### src/rtl/lvs_pkg.sv
package lvs_pkg;
  typedef enum logic [1:0] {
    ST_IDLE   = 2'd0,
    ST_WCLK   = 2'd1,
    ST_PULSE  = 2'd2,
    ST_SETTLE = 2'd3
  } lvs_state_t;
endpackage

### src/rtl/lvs_sync.sv
module lvs_sync #(
  parameter int STAGES = 2
) (
  input  logic clk,
  input  logic rst_n,
  input  logic d_i,
  output logic q_o
);
  logic [STAGES-1:0] chain_q;

  always_ff @(posedge clk or negedge rst_n) begin
    if (!rst_n) chain_q[0] <= 1'b0;
    else        chain_q[0] <= d_i;
  end

  for (genvar g = 1; g < STAGES; g++) begin : g_stage
    always_ff @(posedge clk or negedge rst_n) begin
      if (!rst_n) chain_q[g] <= 1'b0;
      else        chain_q[g] <= chain_q[g-1];
    end
  end

  assign q_o = chain_q[STAGES-1];
endmodule

### src/rtl/lvs_pulse_timer.sv
module lvs_pulse_timer #(
  parameter int CNT_W = 8,
  parameter int STEP  = 4
) (
  input  logic             clk,
  input  logic             rst_n,
  input  logic             run_i,
  input  logic [CNT_W-1:0] cnt_i,
  input  logic [1:0]       tsel_i,
  output logic             last_o
);
  localparam int DIV_W = STEP * 3;

  logic [DIV_W-1:0] div_q, div_max;
  logic [CNT_W-1:0] tick_q, tick_last;
  logic             div_hit;

  // Tick period is 2^(STEP*tsel) system cycles.
  always_comb begin
    div_max = '0;
    for (int i = 0; i < DIV_W; i++)
      if (i < STEP * int'(tsel_i)) div_max[i] = 1'b1;
  end

  assign tick_last = (cnt_i == '0) ? '0 : cnt_i - CNT_W'(1);
  assign div_hit   = (div_q == div_max);
  assign last_o    = run_i && div_hit && (tick_q == tick_last);

  always_ff @(posedge clk or negedge rst_n) begin
    if (!rst_n) begin
      div_q  <= '0;
      tick_q <= '0;
    end else if (!run_i) begin
      div_q  <= '0;
      tick_q <= '0;
    end else if (div_hit) begin
      div_q  <= '0;
      tick_q <= tick_q + CNT_W'(1);
    end else begin
      div_q  <= div_q + DIV_W'(1);
    end
  end
endmodule

### src/rtl/lvs_settle_timer.sv
module lvs_settle_timer #(
  parameter int SETTLE_CYC = 501000
) (
  input  logic clk,
  input  logic rst_n,
  input  logic run_i,
  output logic last_o
);
  localparam int W = (SETTLE_CYC > 1) ? $clog2(SETTLE_CYC) : 1;

  logic [W-1:0] cnt_q;

  assign last_o = run_i && (cnt_q == W'(SETTLE_CYC - 1));

  always_ff @(posedge clk or negedge rst_n) begin
    if (!rst_n)      cnt_q <= '0;
    else if (!run_i) cnt_q <= '0;
    else             cnt_q <= cnt_q + W'(1);
  end
endmodule

### src/rtl/lvs_init_seq.sv
module lvs_init_seq
  import lvs_pkg::*;
#(
  parameter int CNT_W      = 8,
  parameter int STEP       = 4,
  parameter int SETTLE_CYC = 501000
) (
  input  logic             clk,
  input  logic             rst_n,
  input  logic             start_i,
  input  logic             cap_lvs_i,
  input  logic             clk_stable_i,
  input  logic [CNT_W-1:0] pulse_cnt_i,
  input  logic [1:0]       tick_sel_i,
  input  logic             dat2_i,
  output logic             busy_o,
  output logic             done_o,
  output logic             result_o,
  output logic             pwr_off_o,
  output logic             sdclk_o,
  output logic             sdclk_en_o,
  output logic             lines_low_o,
  output logic             dat2_pd_o
);
  lvs_state_t       state_q;
  logic [CNT_W-1:0] cnt_q;
  logic [1:0]       tsel_q;
  logic             dat2_s, pulse_last, settle_last;
  logic             done_q, res_q, pwr_q, en_q;

  lvs_sync #(.STAGES(2)) u_sync (
    .clk(clk), .rst_n(rst_n), .d_i(dat2_i), .q_o(dat2_s)
  );

  lvs_pulse_timer #(.CNT_W(CNT_W), .STEP(STEP)) u_pulse (
    .clk(clk), .rst_n(rst_n), .run_i(state_q == ST_PULSE),
    .cnt_i(cnt_q), .tsel_i(tsel_q), .last_o(pulse_last)
  );

  lvs_settle_timer #(.SETTLE_CYC(SETTLE_CYC)) u_settle (
    .clk(clk), .rst_n(rst_n), .run_i(state_q == ST_SETTLE),
    .last_o(settle_last)
  );

  always_ff @(posedge clk or negedge rst_n) begin
    if (!rst_n) begin
      state_q <= ST_IDLE;
      cnt_q   <= '0;
      tsel_q  <= '0;
      done_q  <= 1'b0;
      res_q   <= 1'b0;
      pwr_q   <= 1'b0;
      en_q    <= 1'b0;
    end else begin
      done_q <= 1'b0;
      unique case (state_q)
        ST_IDLE: if (start_i) begin
          res_q  <= 1'b0;
          pwr_q  <= 1'b0;
          en_q   <= 1'b0;
          cnt_q  <= pulse_cnt_i;
          tsel_q <= tick_sel_i;
          if (cap_lvs_i) state_q <= ST_WCLK;
          else           done_q  <= 1'b1;
        end
        ST_WCLK:   if (clk_stable_i) state_q <= ST_PULSE;
        ST_PULSE:  if (pulse_last)   state_q <= ST_SETTLE;
        ST_SETTLE: if (settle_last) begin
          state_q <= ST_IDLE;
          done_q  <= 1'b1;
          res_q   <= dat2_s;
          pwr_q   <= !dat2_s;
          en_q    <= dat2_s;
        end
        default:   state_q <= ST_IDLE;
      endcase
    end
  end

  assign busy_o      = (state_q != ST_IDLE);
  assign done_o      = done_q;
  assign result_o    = res_q;
  assign pwr_off_o   = pwr_q;
  assign sdclk_o     = (state_q == ST_PULSE);
  assign sdclk_en_o  = en_q;
  assign lines_low_o = busy_o;
  assign dat2_pd_o   = busy_o || pwr_q;
endmodule

### config.mk
export PLATFORM = sky130hd
export DESIGN_NAME = lvs_init_seq
export DESIGN_NICKNAME = d
export VERILOG_FILES = /design/src/rtl/lvs_pkg.sv /design/src/rtl/lvs_sync.sv /design/src/rtl/lvs_pulse_timer.sv /design/src/rtl/lvs_settle_timer.sv /design/src/rtl/lvs_init_seq.sv
export SDC_FILE = /design/constraint.sdc
export NUM_CORES = 1
export LEC_CHECK = 0
export ABC_CLOCK_PERIOD_IN_PS = 2400
export BUFFER_PORTS_ARGS = -buffer_cell sky130_fd_sc_hd__clkbuf_2
export CAP_MARGIN = 10
export CORE_MARGIN = 2
export CORE_UTILIZATION = 54
export CTS_CLUSTER_SIZE = 16
export DETAILED_ROUTE_END_ITERATION = 10
export PLACE_DENSITY = 0.85
export SYNTH_ARGS = -nofsm -noshare
export SYNTH_HDL_FRONTEND = slang
export SYNTH_SLANG_ARGS = --single-unit
### constraint.sdc
create_clock -name clk -period 2.4 [get_ports clk]
set_clock_uncertainty 0.1 [all_clocks]
set_input_delay 0.24 -clock clk [delete_from_list [all_inputs] [get_ports clk]]
set_output_delay 0.24 -clock clk [all_outputs]
set_load 0.02 [all_outputs]
==> flow_metrics.tcl, run 1 <==
set metrics [dict create \
    outcome "complete, but fails checks" \
    violations "setup timing" \
    path_clk_slew_ns 0.10 \
    irDropWorstVdd_mv 0.3240 \
    cts_root_buffer "clkbuf_8" \
    crit_arrival_ns 2.60 \
    vias 2515 \
    clockBufferDepth 2 \
    first_iter_violations 119 \
    synth_area_leader_cell "dfrtp_1" \
    avgSynthCellArea_um2 9.817 \
    yosysTopAreaCellShare_pct 44.89 \
    synth_seq_area_share_pct 44.89 \
    cts_tree "done" \
    crit_path_start_kind "flip-flop" \
    drcViolationCount 0 \
    hold_viol 0 \
    grt_most_used_layer "met2" \
    place_congestion 0.9254 \
    setup_ws_ns -0.1044 \
    setup_violations 2 \
    use_met1_pct 27.58 \
    min_period_ns 2.504 \
    design.portCount 24 \
    stdcell_area_mm2 0.003657 \
    async_flop_share_pct 100.0 \
    die_h_um 80.03 \
    first_pass_iters 4 \
    wl_per_cell_um 14.56 \
    place_area_mm2 0.003516 \
    avgViaCountPerCell 5.652 \
    layout.cells.non_filler 445 \
    yosysWarnings 0 \
    max_stage_delay_ns 0.55 \
    num_rows 27 \
    grt_usage_pct 21.86 \
    worstMarginPinSlew_ns 0.7026 \
    core-area_mm2 0.005540 \
    start_util_pct 56.35 \
    numPortBuffers 23 \
    drv_cap 0 \
    hp-class "in -> reg" \
    numPlacedInstances 434 \
    final_cell_mix "dfrtp_1, nor2_1, buf_4" \
    dieArea_mm2 0.006405 \
    yosysUniqueCellTypes 55 \
    synth-edff-count 0 \
    layout.area.seq_mm2 0.001401 \
    p_leak_uw 0.001692 \
    grt-ovfl-total 0 \
    rsz0062_at_grt "yes" \
    met2_usage_pct 38.00 \
    dpl.hpwl_um 4717 \
    crit_fanout 2 \
    final_common_cell "dfrtp_1" \
    multi_input_area_mm2 0.001633 \
    synth_nets 343 \
    r2r_slack_ns -0.10 \
    crit_chain "or4_4, o21a_1, or3_4, a2111oi_4, a21oi_1, or3b_1" \
    drive_above_1_share_pct 23.06 \
    grtUsageMet3_pct 3.846 \
    synthCells 318 \
    postRouteAntennaNets 0 \
    routed_wl_um 6478 \
    crit_type "reg -> reg" \
    fmax_mhz 399.3 \
    grt_max_degree 32 \
    clkLatencyLatePin_ns 0.32 \
    fin_crit_sh_pct 104.4 \
    slowest_stage "or4_4" \
    nNetsFinal 398 \
    power_density_mw_per_mm2 407.7 \
    h-tree-depth 2 \
    grt_pass1_vias 2538 \
    finalMaxSlewViolations 0 \
    endpoint_kind "flip-flop" \
    clock_sinks 56 \
    cts_buffers 5 \
    floorplan.die.width_um 80.03 \
    grt_pass1_wl_um 11100 \
    antenna_found_initial 0 \
    finalSetupTns_ns -0.1711 \
    syn2layout_area_growth_pct 17.15 \
    final.fill_count 410 \
    ys.flop_type "dfrtp_1" \
    syn_area_mm2 0.003122 \
    synth-seq-cells 56 \
    diodes 0 \
    yosys-top-cells-area "dfrtp_1, nor2_1, xor2_1" \
    required_ns 2.50 \
    maxSlewHeadroom_pct 53.16 \
]
==> per-layer routing <==
metal	up-vias	wire length, um
met3	10	188
met2	42	3135
met4	0	99
met5	-	0
li1	1231	-
met1	1232	3055
==> critical path: cells and delay by family (launching register included) <==
family | cells | cell delay (ns)
flip-flops | 1 | 0.41
AO/OA/AOI/OAI | 3 | 0.63
AND/OR/NAND/NOR | 3 | 1.25
==> final timing paths <==
check                             startpoint                to  cells after the start
hold reg to reg            u_sync.chain_q[0]        u_sync.q_o                      0
max in group asynchronous              rst_n  u_pulse.div_q[4]                      3
min in group asynchronous              rst_n          cnt_q[3]                      2
hold / removal                 tick_sel_i[0]         tsel_q[0]                      2
setup / recovery                    cnt_q[0]        state_q[1]                      6
setup reg to reg                    cnt_q[0]        state_q[1]                      6
==> layout make-up <==
class	instances	share of cell area, %
multi-input combinational	236	44.65
tap	72	2.463
timing repair buffer	57	10.61
clock buffer	5	1.882
clock inverter	2	0.3421
sequential	56	38.32
inverter	17	1.745
==> sequential cells by signal, indices dropped and copies added (netlist names) <==
name            flops
tsel_q              2
u_pulse.div_q      12
pwr_off_o           1
done_o              1
u_pulse.tick_q      8
u_sync.chain_q      1
u_sync.q_o          1
state_q             2
u_settle.cnt_q     19
sdclk_en_o          1
cnt_q               8
==> cells in the mapped netlist, drive strengths merged (3+ instances only) <==
| master | count |
|---|---|
| and3 | 9 |
| dfrtp | 56 |
| buf | 3 |
| nor4 | 6 |
| nor3 | 9 |
| ha | 9 |
| nand3 | 15 |
| mux2 | 11 |
| or3 | 8 |
| nand4 | 5 |
| xor2 | 19 |
| a2111oi | 3 |
| nor2 | 45 |
| a21oi | 11 |
| or4 | 3 |
| xnor2 | 17 |
| inv | 16 |
| clkbuf | 6 |
| and4 | 4 |
| nand2 | 22 |
| o21ai | 8 |
==> power breakdown <==
| group | switching (uW) | total [uW] | internal [uW] |
|---|---|---|---|
| Sequential | 1.13 | 946 | 944 |
| Combinational | 23.8 | 38.4 | 14.6 |
| Clock | 308 | 507 | 199 |
| Total | 333 | 1490 | 1160 |
==> cells by family (layout without fill, tap and decap cells) <==
logic type	count (synthesis)	after routing	synth area share [%]
AND/OR/NAND/NOR	138	138	23.33
flip-flops	56	56	44.89
AO/OA/AOI/OAI	41	41	10.18
XOR/XNOR	36	36	10.10
buffers and inverters	26	81	3.607
multiplexers	12	12	4.289
adder cells (fa/ha/maj)	9	9	3.607
==> metrics by stage <==
| stage | power, uW | hold slack (ns) | worst slack, ns | util (%) |
|---|---|---|---|---|
| 5_1_grt | 1541 | 0.04790 | -0.1785 | 66.01 |
| 4_1_cts | 1501 | 0.04632 | -0.09729 | 65.72 |
| 3_5_place_dp | 1002 | 0.2178 | -0.1375 | 63.46 |
| 3_3_place_gp | 1000 | 0.2040 | -0.09870 | 63.46 |
| 6_report | 1491 | 0.04554 | -0.1044 | 66.01 |
| 2_1_floorplan | 965.1 | -0.1556 | -0.1255 | - |
==> what timing repair did <==
item,4_1_cts,5_1_grt
hold endpoints to repair,26,0
gates resized for setup,2,4
endpoints found under the setup margin,2,4
setup buffers,2,0
hold buffers,2,0
pin swaps,2,1
Power figures use the tool's default switching activity.
==> run 2, diff against run 1 <==
--- a/config.mk
+++ b/config.mk
@@ -7,11 +7,12 @@
 export LEC_CHECK = 0
 export ABC_CLOCK_PERIOD_IN_PS = 2400
 export BUFFER_PORTS_ARGS = -buffer_cell sky130_fd_sc_hd__clkbuf_2
-export CAP_MARGIN = 10
-export CORE_MARGIN = 2
+export CAP_MARGIN = 20
+export CORE_MARGIN = 3
 export CORE_UTILIZATION = 54
 export CTS_CLUSTER_SIZE = 16
 export DETAILED_ROUTE_END_ITERATION = 10
+export HOLD_SLACK_MARGIN = 0.03
 export PLACE_DENSITY = 0.85
 export SYNTH_ARGS = -nofsm -noshare
 export SYNTH_HDL_FRONTEND = slang
==> flow_metrics.tcl, run 2 (synthesis gave the netlist of run 1 again) <==
set metrics [dict create \
    clkLatencyLatePin_ns 0.31 \
    intPower_uw 1266 \
    routed_wl_um 6687 \
    irDropWorstVdd_mv 0.2668 \
    violations "setup timing" \
    dpl.hpwl_um 4696 \
    p_leak_uw 0.001694 \
    pre_cts_slack_ns -0.1699 \
    first_pass_iters 4 \
    h-tree-depth 2 \
    first_iter_violations 122 \
    final_common_cell "dfrtp_1" \
    crit_fanout 4 \
    grt-ovfl-total 0 \
    core-area_mm2 0.005540 \
    largest_reg_flops 19 \
    vias 2559 \
    reg.largest.list "u_settle.cnt_q: 19 flops, u_pulse.div_q: 12 flops" \
    final_util_pct 66.28 \
    design.portCount 24 \
    hold_viol 0 \
    endpoint_kind "flip-flop" \
    fmax_mhz 394.5 \
    r2r_slack_ns -0.13 \
    p_seq_share_pct 59.1 \
    postRouteAntennaNets 0 \
    syn2layout_area_growth_pct 17.64 \
    floorplan.die.width_um 82.03 \
    setup_violations 2 \
    drive_above_1_share_pct 23.45 \
    fin_crit_sh_pct 105.6 \
    diodes 0 \
    holdWs_ns 0.05484 \
    start_util_pct 56.35 \
    avgViaCountPerCell 5.777 \
    pwr-share-clk_pct 38.7 \
    hp-class "in -> reg" \
    path_clk_slew_ns 0.10 \
    drv_cap 0 \
    swShare_pct 20.83 \
    nNetsFinal 395 \
    worstMarginPinSlew_ns 0.7026 \
    cts_tree "done" \
    wl_per_cell_um 15.09 \
    setup_ws_ns -0.1349 \
    rsz0062_at_grt "yes" \
    crit_path_start_kind "flip-flop" \
    power_density_mw_per_mm2 435.5 \
    num_rows 27 \
    cts_root_buffer "clkbuf_8" \
    outcome "complete, but fails checks" \
    grt_pass1_vias 2568 \
    required_ns 2.49 \
    grt_usage_pct 22.18 \
    clockBufferDepth 2 \
    clock_sinks 56 \
    die_h_um 82.03 \
    numPlacedInstances 429 \
    final_cell_mix "dfrtp_1, nor2_1, buf_4" \
    dieArea_mm2 0.006729 \
    antenna_found_initial 0 \
    cts_buffers 5 \
    maxSlewHeadroom_pct 53.16 \
    layout.cells.non_filler 443 \
    crit_arrival_ns 2.63 \
    grt_max_degree 57 \
    grt_pass1_wl_um 11540 \
    switchingPower_uw 333.1 \
    crit_type "reg -> reg" \
    p_comb_share_pct 2.2 \
    drcViolationCount 0 \
    top_register "u_settle.cnt_q" \
    finalMaxSlewViolations 0 \
    min_period_ns 2.535 \
    place_congestion 0.8470 \
    final.fill_count 423 \
    numPortBuffers 23 \
]
run 2: stage by stage:
| step | power [uW] | cell area [um2] | setup TNS, ns |
|---|---|---|---|
| 2_1_floorplan | 965.1 | 3123 | -0.1255 |
| 3_3_place_gp | 997.6 | 3466 | -0.1113 |
| 3_5_place_dp | 998.3 | 3466 | -0.1726 |
| 4_1_cts | 1615 | 3623 | -0.2747 |
| 5_1_grt | 1664 | 3672 | -0.4021 |
| 6_report | 1599 | 3672 | -0.2233 |
run 2: power groups by stage:
stage	logic, uW	clock network (uW)	registers, uW
2_1_floorplan	1.16	0	964
3_3_place_gp	33.5	0	964
3_5_place_dp	34.3	0	964
4_1_cts	37.0	633	946
5_1_grt	40.6	678	946
6_report	35.4	618	945
run 2: area by class of cell:
cell class / count / area (um2) / share of cell area [%]
inverter: 17 / 63.81 / 1.738
clock buffer: 5 / 68.82 / 1.874
sequential: 56 / 1401 / 38.16
clock inverter: 3 / 42.54 / 1.158
timing repair buffer: 54 / 352.8 / 9.608
multi-input combinational: 236 / 1653 / 45.01
tap: 72 / 90.09 / 2.453
run 2: per-layer routing:
metal / vias up / wire (um) / track usage [%]
li1: 1229 / - / -
met1: 1267 / 2947 / 26.60
met2: 54 / 3402 / 38.93
met3: 9 / 248 / 4.496
met4: 0 / 89 / 8.472
met5: - / 0 / 0
run 2: path summary, 6_finish.rpt:
| kind | startpoint | endpoint | cells after the start |
|---|---|---|---|
| setup / recovery | cnt_q[2] | state_q[1] | 6 |
| hold / removal | pulse_cnt_i[7] | cnt_q[7] | 2 |
| setup reg to reg | cnt_q[2] | state_q[1] | 6 |
| hold reg to reg | u_sync.chain_q[0] | u_sync.q_o | 0 |
| max in group asynchronous | rst_n | u_settle.cnt_q[11] | 3 |
| min in group asynchronous | rst_n | done_o | 3 |
run 2: worst max-delay path, stage by stage (launching register included):
cell and delay [ns]:
dfrtp_1 0.43, or4_4 0.56, o21a_1 0.22, or3_4 0.34, a2111oi_4 0.32, a21oi_1 0.10, or3b_1 0.35
run 2: what timing repair did:
| action | 4_1_cts | 5_1_grt |
|---|---|---|
| hold buffers | 2 | 0 |
| gates resized for setup | 2 | 8 |
| pin swaps | 3 | 5 |
| endpoints found under the setup margin | 3 | 3 |
| setup buffers | 2 | 2 |
| hold endpoints to repair | 57 | 0 |
==> run 3, diff against run 2 <==
--- a/config.mk
+++ b/config.mk
@@ -5,15 +5,15 @@
 export SDC_FILE = /design/constraint.sdc
 export NUM_CORES = 1
 export LEC_CHECK = 0
-export ABC_CLOCK_PERIOD_IN_PS = 2400
+export ABC_CLOCK_PERIOD_IN_PS = 2700
 export BUFFER_PORTS_ARGS = -buffer_cell sky130_fd_sc_hd__clkbuf_2
 export CAP_MARGIN = 20
 export CORE_MARGIN = 3
-export CORE_UTILIZATION = 54
+export CORE_UTILIZATION = 60
 export CTS_CLUSTER_SIZE = 16
 export DETAILED_ROUTE_END_ITERATION = 10
 export HOLD_SLACK_MARGIN = 0.03
-export PLACE_DENSITY = 0.85
+export PLACE_DENSITY = 0.89
 export SYNTH_ARGS = -nofsm -noshare
 export SYNTH_HDL_FRONTEND = slang
 export SYNTH_SLANG_ARGS = --single-unit
==> constraint.sdc (replaced) <==
create_clock -name clk -period 2.7 [get_ports clk]
set_clock_uncertainty 0.1 [all_clocks]
set_input_delay 0.27 -clock clk [delete_from_list [all_inputs] [get_ports clk]]
set_output_delay 0.27 -clock clk [all_outputs]
set_load 0.02 [all_outputs]
==> flow_metrics.tcl, run 3 (synthesis gave the netlist of run 1 again) <==
set metrics [dict create \
    cts_buffers 5 \
    grt_pass1_vias 2420 \
    path_clk_slew_ns 0.10 \
    crit_fanout 6 \
    wl_per_cell_um 14.74 \
    dpl.hpwl_um 4436 \
    numPortBuffers 23 \
    crit_chain "or4_4, o21a_1, or3_4, a2111oi_4, a21oi_1, or3b_1" \
    vias 2418 \
    start_util_pct 63.97 \
    hp-class "in -> reg" \
    core-area_mm2 0.004880 \
    grt_pass1_wl_um 10900 \
    finalMaxSlewViolations 0 \
    max_stage_delay_ns 0.58 \
    crit_type "reg -> reg" \
    cts_root_buffer "clkbuf_8" \
    endpoint_kind "flip-flop" \
    hold_viol 0 \
    final.fill_count 358 \
    top_register "u_settle.cnt_q" \
    drcViolationCount 0 \
    die_h_um 78.13 \
    rsz0062_at_grt "yes" \
    irDropWorstVdd_mv 0.3132 \
    grt_usage_pct 22.24 \
    avgViaCountPerCell 5.771 \
    clkLatencyLatePin_ns 0.32 \
    drive_above_1_share_pct 17.61 \
    power.total_uw 1362 \
    clockBufferDepth 2 \
    reg.largest.list "u_settle.cnt_q: 19 flops, u_pulse.div_q: 12 flops" \
    syn2layout_area_growth_pct 11.22 \
    grt_max_degree 31 \
    p_leak_uw 0.001584 \
    min_period_ns 2.637 \
    worstMarginPinSlew_ns 0.7746 \
    final_cell_mix "dfrtp_1, nor2_1, clkbuf_2" \
    power_density_mw_per_mm2 392.4 \
    first_pass_iters 4 \
    r2r_slack_ns 0.06 \
    crit_path_start_kind "flip-flop" \
    dieArea_mm2 0.006104 \
    outcome "finished, final reports clean" \
    pre_cts_slack_ns 0.08423 \
    worst_path_dominant_cell_family "simple AND/OR/NAND/NOR gates" \
    critPathBufInv 0 \
    first_iter_violations 90 \
    final_common_cell "dfrtp_1" \
    design.portCount 24 \
    fin_crit_sh_pct 97.68 \
    drv_cap 0 \
    floorplan.die.width_um 78.13 \
    crit_arrival_ns 2.73 \
    antenna_found_initial 0 \
    fmax_mhz 379.2 \
    clock_sinks 56 \
    setup_violations 0 \
    final_util_pct 71.15 \
    cts_tree "done" \
    largest_reg_flops 19 \
    slowest_stage "or4_4" \
    required_ns 2.79 \
    routed_wl_um 6174 \
    place_congestion 0.8703 \
    maxSlewHeadroom_pct 48.36 \
    setup_ws_ns 0.06261 \
    holdWs_ns 0.07853 \
    grt-ovfl-total 0 \
    diodes 0 \
    h-tree-depth 2 \
    nNetsFinal 376 \
    postRouteAntennaNets 0 \
    num_rows 25 \
]
-- run 3: path summary, 6_finish.rpt --
path	start	to	depth (start not counted)
worst max-delay path	cnt_q[1]	state_q[1]	6
worst min-delay path	pulse_cnt_i[0]	cnt_q[0]	2
worst max register to register	cnt_q[1]	state_q[1]	6
worst min register to register	u_sync.chain_q[0]	u_sync.q_o	0
max in group asynchronous	rst_n	u_settle.cnt_q[8]	3
min in group asynchronous	rst_n	u_settle.cnt_q[15]	2
-- run 3: timing repair --
| action | CTS | global route |
|---|---|---|
| resized for setup | 0 | 2 |
| hold buffers | 2 | 0 |
| setup buffers | 0 | 0 |
| endpoints found under the hold margin | 29 | 0 |
| endpoints found under the setup margin | 0 | 1 |
-- run 3: per-stage QoR --
stage | cell area [um2] | setup TNS (ns) | std cells
after floorplan | 3122 | 0 | 318
after detailed placement | 3347 | 0 | 409
after global placement | 3347 | 0 | 409
after CTS | 3463 | 0 | 419
after global routing | 3472 | -0.04481 | 419
final | 3472 | 0 | 419
-- run 3: report_power, final --
group	internal (uW)	total (uW)	switching (uW)
registers	840	840	0.966
logic	11.9	32.3	20.4
clock network	210	489	279
-- run 3: area by class of cell --
type                            instances  area [um2]  area share, %
Clock inverter                          2       13.76         0.3964
Timing Repair Buffer                   35       210.2          6.054
Tap cell                               67       83.83          2.414
Clock buffer                            6       82.58          2.378
Inverter                               17       63.81          1.838
Sequential cell                        56        1401          40.36
Multi-Input combinational cell        236        1617          46.56
-- run 3: layer usage --
metal / share of wire, % / global-route usage (%) / wire, um / vias to the layer above
met5: 0 / 0 / 0 / -
met2: 49 / 35.53 / 3017 / 57
met3: 5.1 / 4.587 / 314 / 9
met4: 1.7 / 8.566 / 106 / 0
li1: - / - / - / 1184
met1: 44 / 29.85 / 2735 / 1168
